===== src/rtl/lw_sram_pkg.sv =====
package lw_sram_pkg;
    localparam int LANE_W = 9;
    localparam int LANES  = 2;
    localparam int WORD_W = LANE_W * LANES;

    typedef enum logic [1:0] {
        CMD_NONE  = 2'd0,
        CMD_READ  = 2'd1,
        CMD_WRITE = 2'd2
    } cmd_t;
endpackage


===== src/rtl/lw_ctrl.sv =====
module lw_ctrl
    import lw_sram_pkg::*;
#(
    parameter int AW = 4
) (
    input  logic             clk,
    input  logic             rst_n,
    input  logic             sleep,
    input  logic             sel_n,
    input  logic             wr_n,
    input  logic [LANES-1:0] lane_n,
    input  logic [AW-1:0]    addr,
    output logic [AW-1:0]    rd_addr_q,
    output logic [AW-1:0]    wr_addr_q,
    output logic [LANES-1:0] wr_mask_q,
    output logic             rd_active,
    output logic             wr_active
);
    cmd_t cmd_q, cmd_d;

    always_comb begin
        if (sleep || sel_n) begin
            cmd_d = CMD_NONE;
        end else if (!wr_n) begin
            cmd_d = CMD_WRITE;
        end else begin
            cmd_d = CMD_READ;
        end
    end

    always_ff @(posedge clk or negedge rst_n) begin
        if (!rst_n) begin
            cmd_q     <= CMD_NONE;
            rd_addr_q <= '0;
            wr_addr_q <= '0;
            wr_mask_q <= '0;
        end else begin
            cmd_q <= cmd_d;
            if (cmd_d == CMD_READ) begin
                rd_addr_q <= addr;
            end
            if (cmd_d == CMD_WRITE) begin
                wr_addr_q <= addr;
                wr_mask_q <= ~lane_n;
            end
        end
    end

    always_comb begin
        rd_active = 1'b0;
        wr_active = 1'b0;
        unique case (cmd_q)
            CMD_NONE:  ;
            CMD_READ:  rd_active = 1'b1;
            CMD_WRITE: wr_active = 1'b1;
            default:   ;
        endcase
    end

    // a selected read edge leads to a read state
    p_read_r2: assert property (@(posedge clk) disable iff (!rst_n)
        (!sleep && !sel_n && wr_n) |=> rd_active);

    // a deselected edge starts nothing
    p_desel_r7: assert property (@(posedge clk) disable iff (!rst_n)
        (sel_n || sleep) |=> (!rd_active && !wr_active));
endmodule


===== src/rtl/lw_pend.sv =====
module lw_pend
    import lw_sram_pkg::*;
#(
    parameter int AW = 4
) (
    input  logic              clk,
    input  logic              rst_n,
    input  logic              cap_en,
    input  logic [AW-1:0]     cap_addr,
    input  logic [LANES-1:0]  cap_mask,
    input  logic [WORD_W-1:0] cap_data,
    input  logic [AW-1:0]     rd_addr,
    input  logic [WORD_W-1:0] arr_data,
    output logic              commit_en,
    output logic [AW-1:0]     commit_addr,
    output logic [LANES-1:0]  commit_mask,
    output logic [WORD_W-1:0] commit_data,
    output logic [WORD_W-1:0] merged
);
    logic              pv_q;
    logic [AW-1:0]     pa_q;
    logic [LANES-1:0]  pm_q;
    logic [WORD_W-1:0] pd_q;
    logic              hit;

    always_ff @(posedge clk or negedge rst_n) begin
        if (!rst_n) begin
            pv_q <= 1'b0;
            pa_q <= '0;
            pm_q <= '0;
            pd_q <= '0;
        end else begin
            pv_q <= cap_en;
            if (cap_en) begin
                pa_q <= cap_addr;
                pm_q <= cap_mask;
                pd_q <= cap_data;
            end
        end
    end

    assign hit         = pv_q && (pa_q == rd_addr);
    assign commit_en   = pv_q;
    assign commit_addr = pa_q;
    assign commit_mask = pm_q;
    assign commit_data = pd_q;

    for (genvar l = 0; l < LANES; l++) begin : g_merge
        assign merged[l*LANE_W +: LANE_W] = (hit && pm_q[l]) ?
            pd_q[l*LANE_W +: LANE_W] : arr_data[l*LANE_W +: LANE_W];
    end

    // captured data is held pending after the capture edge
    p_capture_r3: assert property (@(posedge clk) disable iff (!rst_n)
        cap_en |=> (commit_en && commit_data == $past(cap_data)));
endmodule


===== src/rtl/lw_array.sv =====
module lw_array
    import lw_sram_pkg::*;
#(
    parameter int AW = 4
) (
    input  logic              clk,
    input  logic              we,
    input  logic [AW-1:0]     waddr,
    input  logic [LANES-1:0]  wmask,
    input  logic [WORD_W-1:0] wdata,
    input  logic [AW-1:0]     raddr,
    output logic [WORD_W-1:0] rdata
);
    localparam int DEPTH = 1 << AW;

    for (genvar l = 0; l < LANES; l++) begin : g_lane
        logic [LANE_W-1:0] mem [DEPTH];
        always_ff @(posedge clk) begin
            if (we && wmask[l]) begin
                mem[waddr] <= wdata[l*LANE_W +: LANE_W];
            end
        end
        assign rdata[l*LANE_W +: LANE_W] = mem[raddr];
    end
endmodule


===== src/rtl/lw_sram.sv =====
module lw_sram
    import lw_sram_pkg::*;
#(
    parameter int AW = 4
) (
    input  logic              clk,
    input  logic              rst_n,
    input  logic              sleep,
    input  logic              sel_n,
    input  logic              wr_n,
    input  logic [LANES-1:0]  lane_n,
    input  logic [AW-1:0]     addr,
    input  logic              oe_n,
    input  logic [WORD_W-1:0] wdata,
    output logic [WORD_W-1:0] rdata,
    output logic              rdata_en
);
    logic [AW-1:0]     rd_addr_q, wr_addr_q, c_addr;
    logic [LANES-1:0]  wr_mask_q, c_mask;
    logic              rd_active, wr_active, c_en;
    logic [WORD_W-1:0] arr_q, c_data;

    lw_ctrl #(.AW(AW)) u_ctrl (
        .clk(clk), .rst_n(rst_n), .sleep(sleep), .sel_n(sel_n),
        .wr_n(wr_n), .lane_n(lane_n), .addr(addr),
        .rd_addr_q(rd_addr_q), .wr_addr_q(wr_addr_q), .wr_mask_q(wr_mask_q),
        .rd_active(rd_active), .wr_active(wr_active)
    );

    lw_pend #(.AW(AW)) u_pend (
        .clk(clk), .rst_n(rst_n),
        .cap_en(wr_active && !sleep), .cap_addr(wr_addr_q),
        .cap_mask(wr_mask_q), .cap_data(wdata),
        .rd_addr(rd_addr_q), .arr_data(arr_q),
        .commit_en(c_en), .commit_addr(c_addr), .commit_mask(c_mask),
        .commit_data(c_data), .merged(rdata)
    );

    lw_array #(.AW(AW)) u_array (
        .clk(clk), .we(c_en), .waddr(c_addr), .wmask(c_mask),
        .wdata(c_data), .raddr(rd_addr_q), .rdata(arr_q)
    );

    assign rdata_en = rd_active && !sleep && !oe_n;

    always_comb begin
        if (sleep) begin
            p_oe_sleep_r9: assert (!rdata_en);
        end
        if (oe_n) begin
            p_oe_gate_r8: assert (!rdata_en);
        end
    end

    // no bus drive in the first cycle after reset
    p_reset_r1: assert property (@(posedge clk) disable iff (!rst_n)
        $rose(rst_n) |-> !rdata_en);
endmodule


===== config.mk =====
export PLATFORM = sky130hd
export DESIGN_NAME = lw_sram
export DESIGN_NICKNAME = d
export VERILOG_FILES = /design/src/rtl/lw_sram_pkg.sv /design/src/rtl/lw_ctrl.sv /design/src/rtl/lw_pend.sv /design/src/rtl/lw_array.sv /design/src/rtl/lw_sram.sv
export SDC_FILE = /design/constraint.sdc
export NUM_CORES = 1
export LEC_CHECK = 0
export ABC_AREA = 1
export ABC_CLOCK_PERIOD_IN_PS = 2100
export BUFFER_PORTS_ARGS = -buffer_cell sky130_fd_sc_hd__buf_2
export CAP_MARGIN = 20
export CORE_MARGIN = 2
export CORE_UTILIZATION = 49
export CTS_BUF_LIST = sky130_fd_sc_hd__clkbuf_8
export DETAILED_ROUTE_END_ITERATION = 6
export PLACE_DENSITY = 0.7
export REMOVE_ABC_BUFFERS = 1
export SETUP_SLACK_MARGIN = 0.5
export SLEW_MARGIN = 20
export SYNTH_ARGS = -nofsm -noshare
export SYNTH_HDL_FRONTEND = slang
export SYNTH_SLANG_ARGS = --single-unit

===== constraint.sdc =====
create_clock -name clk -period 2.1 [get_ports clk]
set_clock_uncertainty 0.2 [all_clocks]
set_input_delay 0.42 -clock clk [delete_from_list [all_inputs] [get_ports clk]]
set_output_delay 0.42 -clock clk [all_outputs]
set_load 0.02 [all_outputs]

==> results of run 1 <==
what timing repair did:
item,4_1_cts,5_1_grt
setup endpoints to repair,308,333
gates cloned,2,29
hold buffers,28,0
buffers inserted,1,19
pin swaps,6,45
gates resized for setup,76,238
hold endpoints to repair,50,0
synthesized netlist by cell type, drive strengths merged:
master / number / area, µm²
nand2: 523 / 1960
edfxtp: 288 / 8650
inv: 230 / 863
nand3: 218 / 1120
buf: 58 / 338
nor2: 40 / 150
dfrtp: 37 / 926
nand4: 19 / 119
clkbuf: 14 / 52.6
o21ai: 10 / 50.1
nor3: 3 / 20.0
clkinv: 1 / 3.75
o211ai: 1 / 7.51
o22ai: 1 / 6.26
kinds of logic after synthesis:
| family | after synthesis | synth area share [%] |
|---|---|---|
| buf+inv | 303 | 8.82 |
| simple gates | 803 | 23.6 |
| compound gates | 12 | 0.447 |
| flops | 325 | 67.1 |
worst max-delay path: cells and delay by family, from the launching register on:
family / cells / cell delay, ns
simple gates: 4 / 0.58
buf+inv: 3 / 0.45
compound gates: 1 / 0.16
flops: 1 / 0.53
placed cells by master (no fill, tap or decap), types with 2 or more instances in the layout:
cell type / count
dfrtp_2: 3
dfrtp_4: 2
dfrtp_1: 32
clkbuf_8: 56
o21ai_1: 2
dlygate4sd3_1: 28
nand2_2: 37
nand3_2: 17
buf_2: 30
buf_8: 5
nand3_1: 199
nand2_1: 476
nand3_4: 4
inv_1: 235
clkbuf_16: 4
buf_16: 2
nand4_1: 19
buf_12: 16
inv_2: 6
buf_6: 84
nor2_1: 3
nand2_4: 10
nor2_2: 7
nor3_2: 2
nor2_4: 30
clkinv_1: 10
edfxtp_1: 288
clkinv_2: 5
o21ai_0: 8
buf_4: 56
clkinvlp_4: 3
final timing paths:
| check | from | end | slack (ns) | cells after the start |
|---|---|---|---|---|
| min in group asynchronous | rst_n | u_pend.commit_data[11] | 0.15 | 2 |
| max in group asynchronous | rst_n | u_pend.commit_data[1] | 0.96 | 3 |
| max | u_ctrl.rd_addr_q[0] | rdata[15] | -0.84 | 8 |
| min | sleep | u_pend.commit_en | 0.11 | 3 |
| max reg2reg | u_pend.commit_addr[0] | u_array.g_lane[1].mem[15][1] | 0.18 | 8 |
| min reg2reg | u_ctrl.wr_addr_q[1] | u_ctrl.wr_addr_q[1] | 0.28 | 2 |
layer usage:
layer / track usage, % / part of all wire, % / vias to the layer above
met2: 37.1 / 49 / 629
met5: 0 / 0 / -
met1: 31.5 / 39 / 5298
met4: 7.53 / 2.9 / 0
met3: 4.16 / 9.4 / 86
li1: - / - / 5064
state kept, by name, indices dropped and copies added (netlist names):
| signal | flops |
|---|---|
| u_pend.commit_addr | 4 |
| u_ctrl.rd_addr_q | 4 |
| u_ctrl.wr_mask_q | 2 |
| u_ctrl.cmd_q | 2 |
| u_ctrl.wr_addr_q | 4 |
| u_pend.commit_mask | 2 |
| u_pend.commit_data | 18 |
| u_array.g_lane.mem | 288 |
| u_pend.commit_en | 1 |
power by group:
part	switching [µW]	leakage (µW)	internal, µW
Clock	2370	0.000525	2540
Sequential	162	0.00308	7470
Combinational	2610	0.00445	1500
cell type report:
cell class              instances  share of cell area (%)
repair inverters                1                  0.0412
clock buffers                  56                    4.23
flip-flops and latches        325                    52.6
inverters                     231                    4.88
clock inverters                30                   0.818
multi-input cells             817                    21.9
well taps                     384                    2.64
repair buffers                225                    12.9
stage by stage:
stage	setup TNS [ns]	instance area, µm²	power [µW]	utilization [%]	cells
floorplan	-101.97	13900	9420	-	1371
global placement	-2.04	15500	10800	54.1	1904
detailed placement	-2.67	15500	10900	54.1	1904
CTS	-12.94	17000	15800	59.2	2021
global route	-15.75	18200	17200	63.4	2069
finish	-14.54	18200	16700	63.4	2069
==> impl_metrics.csv, run 1 <==
group,metric,value,unit
drt,route.antenna.remaining_nets,0,
sta,timing.final.crit_share,140,%
sta,timing.final.crit_period,2.94,ns
die,core-area,0.0287,mm²
drt,drt-vias-per-instance,5.35,
run_status,failed_checks,"setup timing",
synthesis,syn_area_per_cell,9.88,µm²
die,initial_core_util,49.7,%
global_route,grt_pass1_wl,54.1,mm
worst_setup_path,cells_traversed_along_the_worst_timing_path,"buf_6 > nand2_1 > o211ai_1 > nor2_4 > buf_6 > nand4_1 > nand2_2 > buf_6",
cts,maximum_level_of_the_cts_h_tree,2,
drt,vias,11077,
global_route,grt_antenna_before_repair,0,
worst_setup_path,worst_ep_required,1.48,ns
sta,rsz0062_at_grt,"yes",
global_route,gr-total-overflow,0,
cts,clock_path_buffers,3,
synthesis,ys_warn_count,0,
power_and_ir_drop,power.ir.vdd_worst,0.000587,V
global_route,pin_count_of_the_biggest_net_entering_global_routing,46,
placed_design,detailedPlacementHpwl,22.3,mm
cts,clock_tree_root_buffer_cell,"clkbuf_8",
cells_and_area,layout.nets,1680,
worst_setup_path,startpoint_type,"flip-flop",
cts,worst_skew_pair.late_latency,0.59,ns
worst_setup_path,cp.arrival,2.32,ns
synthesis,synth_seq_cells,325,
placed_design,gp_congestion,0.894,
worst_setup_path,critical-path-max-stage-delay,0.53,ns
drt,route.detailed.drc,0,
global_route,grt.total_usage,22.9,%
sta,slew-limit-headroom,57.3,%
cts,cts_inserted_buffers,49,
placed_design,count_of_input_and_output_buffers,48,
cells_and_area,multiInputGateArea,0.00398,mm²
die,die_boundary_width,175,µm
drt,post_drt_wl_per_cell,19.3,µm
worst_setup_path,critical_path.most_common_cell,"buf_6",
placed_design,dp_worst_setup_slack,-0.184,ns
sta,setup_viol_count_final,18,
job,drv_cap,0,
sta,worst-slew-pin-transition,0.639,ns
cts,cts.clk_slew.worst_paths,0.07,ns
sta,maxSlewViolCount,0,
cts,cts_tree,"yes",
cells_and_area,regArea,0.00959,mm²
worst_setup_path,crit_fanout,6,
power_and_ir_drop,power_per_cell_area,915,mW/mm²
sta,timing.fmax,340,MHz
run_status,status,"finished, violations left",
drt,drtIter0Drc,1289,
die,die_y,175,µm
cts,cts_sinks,325,
cells_and_area,layout-area-overhead-vs-synth,27.6,%
cells_and_area,n_antenna_cell,0,
synthesis,syn-cell-area,0.0143,mm²
synthesis,seq_area_frac_synth,67.1,%
power_and_ir_drop,leakagePower,0.00805,µW
sta,fin_hold_ws,0.110,ns
drt,dr.pass1.iters,6,
sta,setup_slack,-0.840,ns
worst_setup_path,crit_path_end_kind,"primary output",
sta,hold_violations,0,
worst_setup_path,critical-path-slowest-cell,"dfrtp_4",
worst_setup_path,critical_path_class,"reg -> out",
cells_and_area,filler_cell_count,2113,
cells_and_area,drive_above_1_share,22.7,%
synthesis,unique_masters_post_synth,21,
die,floorplan.die_area,0.0305,mm²
global_route,via_count_of_the_first_global_routing_pass,10014,
die,fp-row-count,62,
min_path,hold_path_class,"in -> reg",
drt,total_wirelength_of_the_detailed_routed_design,40.0,mm
synthesis,synth_cells,1443,
die,io-pin-count,49,
Note: power is estimated with default switching activity, not from simulation.
==> inputs of run 2 (changes only) <==
--- a/config.mk
+++ b/config.mk
@@ -9,13 +9,13 @@
 export ABC_CLOCK_PERIOD_IN_PS = 2100
 export BUFFER_PORTS_ARGS = -buffer_cell sky130_fd_sc_hd__buf_2
 export CAP_MARGIN = 20
-export CORE_MARGIN = 2
+export CORE_MARGIN = 5
 export CORE_UTILIZATION = 49
-export CTS_BUF_LIST = sky130_fd_sc_hd__clkbuf_8
+export CTS_BUF_LIST = sky130_fd_sc_hd__clkbuf_4
 export DETAILED_ROUTE_END_ITERATION = 6
 export PLACE_DENSITY = 0.7
 export REMOVE_ABC_BUFFERS = 1
-export SETUP_SLACK_MARGIN = 0.5
+export SETUP_SLACK_MARGIN = 0.2
 export SLEW_MARGIN = 20
 export SYNTH_ARGS = -nofsm -noshare
 export SYNTH_HDL_FRONTEND = slang
==> run 2 against run 1 <==
Net effect: the run still ends with setup timing left; sequential share of layout area rose by 1.9 points; cell area is 3.5% lower; flip-flop and latch count unchanged; worst hold slack worse by 0.046 ns; routed wire length is 9.3% lower; power barely moved; utilization down 2.2 points; setup slack gained 0.0039 ns; non-clock buffer count is 37 lower; critical endpoint is now rdata[6]; largest cell class unchanged.
==> impl_metrics.csv, run 2 (synthesis gave the netlist of run 1 again) <==
group,metric,value,unit
worst_setup_path,worst_path_buf_inv,4,
cts,cts_tree,"yes",
placed_design,count_of_input_and_output_buffers,48,
global_route,via_count_of_the_first_global_routing_pass,10308,
sta,worst-slew-pin-transition,0.728,ns
sta,setup_viol_count_final,18,
cells_and_area,drive_above_1_share,21.4,%
global_route,grt_antenna_before_repair,1,
sta,timing.final.crit_share,140,%
placed_design,gp_congestion,0.942,
cells_and_area,largest_reg_flops,288,
worst_setup_path,critical_path.most_common_cell,"nand2_1",
drt,drtIter0Drc,1092,
drt,dr.pass1.iters,5,
worst_setup_path,crit_fanout,6,
cts,clock_tree_root_buffer_cell,"clkbuf_4",
worst_setup_path,critical-path-slowest-cell,"dfrtp_4",
power_and_ir_drop,power.ir.vdd_worst,0.000438,V
power_and_ir_drop,power_per_cell_area,947,mW/mm²
die,initial_core_util,49.7,%
die,fp-row-count,62,
worst_setup_path,cp.arrival,2.32,ns
sta,setup_slack,-0.836,ns
drt,total_wirelength_of_the_detailed_routed_design,36.3,mm
sta,fin_hold_ws,0.0644,ns
global_route,pin_count_of_the_biggest_net_entering_global_routing,42,
placed_design,place_area,0.0156,mm²
die,core-area,0.0287,mm²
drt,vias,10631,
drt,post_drt_wl_per_cell,17.4,µm
drt,route.detailed.drc,0,
cts,maximum_level_of_the_cts_h_tree,3,
cells_and_area,instances_no_fill,2084,
cts,cts.clk_slew.worst_paths,0.07,ns
cts,worst_skew_pair.late_latency,0.67,ns
worst_setup_path,gate_family_responsible_for_the_most_delay_along_the_worst_path,"buffers and inverters",
global_route,grt.total_usage,21.8,%
worst_setup_path,startpoint_type,"flip-flop",
cells_and_area,final_cell_mix,"nand2_1 (499), edfxtp_1 (288), inv_1 (224)",
sta,slew-limit-headroom,51.4,%
sta,maxSlewViolCount,0,
placed_design,dp_worst_setup_slack,-0.233,ns
min_path,hold_path_class,"in -> async",
global_route,gr-total-overflow,0,
drt,drt-vias-per-instance,5.10,
die,io-pin-count,49,
run_status,failed_checks,"setup timing",
cts,cts_sinks,325,
drt,route.antenna.remaining_nets,0,
power_and_ir_drop,leakagePower,0.00787,µW
worst_setup_path,critical_path_class,"reg -> out",
run_status,status,"finished, violations left",
cells_and_area,post-route-cell-area,0.0176,mm²
cells_and_area,layout.nets,1669,
die,floorplan.die_area,0.0326,mm²
worst_setup_path,critical-path-max-stage-delay,0.54,ns
worst_setup_path,crit_path_end_kind,"primary output",
cts,clock_path_buffers,3,
cells_and_area,largest_register,"u_array.g_lane.mem",
die,die_y,181,µm
worst_setup_path,cells_traversed_along_the_worst_timing_path,"buf_12 > buf_12 > buf_6 > nand2_1 > nand3_2 > nand3_2 > nand3_2 > nand2_1 > nand2_1 > nand2_1 > buf_6",
sta,hold_violations,0,
worst_setup_path,timing.critical_path.from,"u_ctrl.rd_addr_q[0]",
cells_and_area,filler_cell_count,2280,
sta,timing.fmax,341,MHz
worst_setup_path,critical_path.reg2reg.startpoint,"u_pend.commit_addr[1]",
placed_design,detailedPlacementHpwl,22.8,mm
cells_and_area,layout_commonest_cell,"nand2_1",
sta,timing.final.crit_period,2.94,ns
placed_design,dp_cells,1902,
worst_setup_path,worst_ep_required,1.48,ns
cells_and_area,utilization,61.2,%
global_route,grt_pass1_wl,56.3,mm
sta,rsz0062_at_grt,"yes",
job,drv_cap,0,
die,die_boundary_width,181,µm
cells_and_area,layout-area-overhead-vs-synth,23.1,%
cts,cts_inserted_buffers,77,
## run 2: cell types whose count changed in the layout (fill, tap and decap cells not counted), sizes merged, moves of 2 or more
cell,before,now
clkinv,16,20
diode,0,2
inv,242,231
clkbuf,60,118
clkinvlp,3,0
buf,193,157
## run 2: area by class of cell
type                    instances  area, µm²  share of cell area [%]
inverters                     231        880                    5.01
multi-input cells             816       3760                    21.4
clock inverters                22        135                   0.769
repair buffers                188       1850                    10.5
clock buffers                 116        871                    4.96
diodes                          2       5.00                  0.0285
flip-flops and latches        325       9580                    54.5
well taps                     384        480                    2.74
## run 2: report_power, final
group | internal (µW) | switching [µW] | leakage [µW]
clock | 2770 | 2390 | 0.000599
sequential | 7460 | 178 | 0.00308
combinational | 1420 | 2430 | 0.00419
total | 11600 | 4990 | 0.00787
## run 2: through the flow
stage | total power, µW | setup TNS, ns
2_1_floorplan | 9420 | -101.97
3_3_place_gp | 10900 | -2.80
3_5_place_dp | 11000 | -2.81
4_1_cts | 16500 | -14.98
5_1_grt | 17400 | -16.75
6_report | 16600 | -14.33
## run 2: what timing repair did
action	4_1_cts	5_1_grt
endpoints found under the hold margin	67	0
gates resized for setup	97	38
buffers inserted	5	1
pin swaps	31	21
setup endpoints to repair	19	229
gates cloned	5	2
hold buffers	29	0
## run 2: worst paths after layout
kind / end / cells past startpoint / slack [ns]
setup / recovery: rdata[6] / 11 / -0.84
hold / removal: u_ctrl.cmd_q[0] / 2 / 0.06
setup reg to reg: u_array.g_lane[0].mem[12][7] / 5 / 0.29
hold reg to reg: u_pend.commit_mask[1] / 2 / 0.29
max in group asynchronous: u_pend.commit_data[4] / 3 / 1.11
min in group clk: u_ctrl.wr_mask_q[0] / 4 / 0.07
## run 2: layer usage
metal	vias to the layer above	share of wire (%)	GRT usage, %
met5	-	0	0
met2	500	47	35.5
li1	5089	-	-
met1	4981	42	30.5
met4	0	2.1	6.41
met3	61	8.5	3.79
==> inputs of run 3 (changes only) <==
--- a/config.mk
+++ b/config.mk
@@ -5,7 +5,6 @@
 export SDC_FILE = /design/constraint.sdc
 export NUM_CORES = 1
 export LEC_CHECK = 0
-export ABC_AREA = 1
 export ABC_CLOCK_PERIOD_IN_PS = 2100
 export BUFFER_PORTS_ARGS = -buffer_cell sky130_fd_sc_hd__buf_2
 export CAP_MARGIN = 20
@@ -13,7 +12,7 @@
 export CORE_UTILIZATION = 49
 export CTS_BUF_LIST = sky130_fd_sc_hd__clkbuf_4
 export DETAILED_ROUTE_END_ITERATION = 6
-export PLACE_DENSITY = 0.7
+export PLACE_DENSITY = 0.71
 export REMOVE_ABC_BUFFERS = 1
 export SETUP_SLACK_MARGIN = 0.2
 export SLEW_MARGIN = 20
==> run 3 against run 2 <==
Net effect: sequential share of layout area up 5.9 points; largest cell class unchanged; first-iteration DRC count down 44%; via count down 37%; the flow still finishes with violations (setup timing); maximum frequency down 12%; highest routed layer unchanged; critical path type unchanged; clock-buffer cell count down 5; die area down 9.7%.
==> impl_metrics.csv, run 3 <==
group,metric,value,unit
cells_and_area,largest_register,"u_array.g_lane.mem",
cts,cts_tree,"yes",
worst_setup_path,worstReg2RegEnd,"u_array.g_lane[0].mem[4][3]",
drt,dr.pass1.iters,5,
synthesis,synth_cells,603,
min_path,hold_path_class,"in -> reg",
synthesis,post_synth_edffs,288,
placed_design,detailedPlacementHpwl,16.8,mm
worst_setup_path,critical_path.reg2reg.startpoint,"u_pend.commit_addr[3]",
sta,setup_viol_count_final,18,
placed_design,count_of_input_and_output_buffers,48,
cells_and_area,layout_commonest_cell,"edfxtp_1",
drt,total_wirelength_of_the_detailed_routed_design,27.3,mm
cts,cts_sinks,325,
die,die_boundary_width,172,µm
drt,drt-vias-per-instance,5.49,
sta,hold_violations,0,
cts,worst_skew_pair.late_latency,0.64,ns
synthesis,yosys_most_used_dff,"edfxtp_1",
die,initial_core_util,49.4,%
power_and_ir_drop,power.ir.vdd_worst,0.000627,V
synthesis,syn_area_per_cell,21.2,µm²
cts,clock_path_buffers,3,
cells_and_area,layout.nets,853,
cells_and_area,final_cell_mix,"edfxtp_1 (288), clkbuf_4 (112), mux4_2 (72)",
global_route,pin_count_of_the_biggest_net_entering_global_routing,29,
synthesis,post-synth-top-count-cell,"edfxtp_1",
worst_setup_path,worst_ep_required,1.48,ns
sta,worst-slew-pin-transition,0.599,ns
sta,timing.final.crit_period,3.35,ns
global_route,grt_antenna_before_repair,1,
worst_setup_path,timing.critical_path.from,"u_ctrl.rd_addr_q[0]",
run_status,status,"finished, violations left",
cts,cts_inserted_buffers,76,
placed_design,gp_congestion,0.795,
sta,setup_slack,-1.25,ns
global_route,gr-total-overflow,0,
synthesis,ys_warn_count,0,
worst_setup_path,crit_path_end_kind,"primary output",
synthesis,syn-cell-area,0.0128,mm²
worst_setup_path,worst-r2r-cell-count,5,
worst_setup_path,crit_fanout,8,
synthesis,seq_area_frac_synth,74.8,%
power_and_ir_drop,power_per_cell_area,1020,mW/mm²
die,fp-row-count,59,
die,die_y,172,µm
synthesis,post_synth_main_area_contributors,"edfxtp_1 (68%), mux4_2 (13%), dfrtp_1 (7.2%)",
cts,clock_tree_root_buffer_cell,"clkbuf_4",
cells_and_area,post-route-cell-area,0.0159,mm²
cts,cts.clk_slew.worst_paths,0.07,ns
worst_setup_path,startpoint_type,"flip-flop",
worst_setup_path,cp.arrival,2.73,ns
synthesis,synth_area_leader_cell,"edfxtp_1",
worst_setup_path,critical_path_class,"reg -> out",
job,drv_cap,0,
min_path,holdPathStages,3,
synthesis,synth_commonest_cells,"edfxtp_1 (288), mux4_2 (72), mux2i_1 (54), mux2_2 (46), dfrtp_1 (37)",
power_and_ir_drop,leakagePower,0.00566,µW
drt,route.antenna.remaining_nets,0,
global_route,via_count_of_the_first_global_routing_pass,7080,
synthesis,synth_seq_cells,325,
run_status,failed_checks,"setup timing",
synthesis,yosysTopAreaCellShare,67.5,%
synthesis,unique_masters_post_synth,24,
global_route,grt.total_usage,18.7,%
global_route,grt_pass1_wl,41.2,mm
drt,vias,6689,
min_path,hold-path-endpoint,"u_ctrl.wr_mask_q[0]",
sta,timing.final.crit_share,159,%
cells_and_area,layout-area-overhead-vs-synth,23.8,%
drt,post_drt_wl_per_cell,22.4,µm
power_and_ir_drop,design_power_total,16200,µW
placed_design,place_area,0.0141,mm²
placed_design,dp_worst_setup_slack,-0.719,ns
worst_setup_path,r2r_setup_slack,0.29,ns
die,core-area,0.0259,mm²
sta,timing.fmax,299,MHz
sta,fin_hold_ws,0.0916,ns
die,floorplan.die_area,0.0295,mm²
synthesis,synthArstFlopShare,11.4,%
cells_and_area,drive_above_1_share,45.5,%
sta,rsz0062_at_grt,"yes",
die,io-pin-count,49,
min_path,min-delay-start,"wr_n",
cells_and_area,largest_reg_flops,288,
sta,slew-limit-headroom,60.1,%
sta,maxSlewViolCount,0,
drt,drtIter0Drc,607,
drt,route.detailed.drc,0,
cts,maximum_level_of_the_cts_h_tree,3,
## run 3: cell families (layout without fill, tap and decap cells)
| kind of cell | count (synthesis) | after routing | share of synthesized area, % |
|---|---|---|---|
| other | 0 | 1 | 0 |
| xor gates and xnor gates | 4 | 4 | 0.274 |
| buffers and inverters | 30 | 309 | 1.42 |
| AOI/OAI and AO/OA | 2 | 2 | 0.0782 |
| and+or+nand+nor | 70 | 70 | 2.54 |
| DFF | 325 | 325 | 74.8 |
| muxes | 172 | 172 | 20.9 |
## run 3: final cells by class
cell class | count | area (µm²)
Antenna cell | 1 | 2.50
Clock buffer | 111 | 833
Clock inverter | 26 | 153
Fill cell | 1773 | 10100
Inverter | 1 | 3.75
Multi-Input combinational cell | 248 | 3210
Sequential cell | 325 | 9580
Tap cell | 335 | 419
Timing Repair Buffer | 171 | 1650
## run 3: where the power goes
part           switching [µW]  internal (µW)
combinational            1730           1740
sequential                166           7550
clock                    2350           2680
## run 3: routing by layer
layer	GRT usage, %	up-vias	share of wire [%]
met1	27.5	3487	43
met4	5.30	0	1.5
met2	28.9	226	49
li1	-	2941	-
met3	3.75	35	6.3
met5	0	-	0
## run 3: repair_timing
| item | in CTS | in global routing |
|---|---|---|
| buffers inserted | 3 | 5 |
| gates cloned | 2 | 4 |
| gates resized for setup | 42 | 21 |
| setup endpoints to repair | 19 | 21 |
| hold endpoints to repair | 52 | 0 |
| pin swaps | 1 | 0 |
| hold buffers | 27 | 0 |
## run 3: worst max path at each step
stage | end | slack (ns)
after floorplan | rdata[0] | -2.62
after global placement | rdata[4] | -0.69
after detailed placement | rdata[4] | -0.72
after CTS | rdata[17] | -1.27
after global routing | rdata[9] | -1.35
final | rdata[13] | -1.25
## run 3: through the flow
stage	std cells	utilization (%)	setup TNS, ns
2_1_floorplan	574	-	-51.00
3_3_place_gp	1039	54.3	-9.83
3_5_place_dp	1039	54.3	-10.07
4_1_cts	1208	60.2	-22.22
5_1_grt	1218	61.2	-23.93
6_report	1218	61.2	-21.80
## run 3: critical path, cell delays in order, from the launching register on
cell and delay (ns):
dfrtp_4 0.45, clkbuf_4 0.21, clkbuf_16 0.19, mux4_2 0.51, mux2i_1 0.20, mux2i_1 0.09
mux2_4 0.30, buf_6 0.14
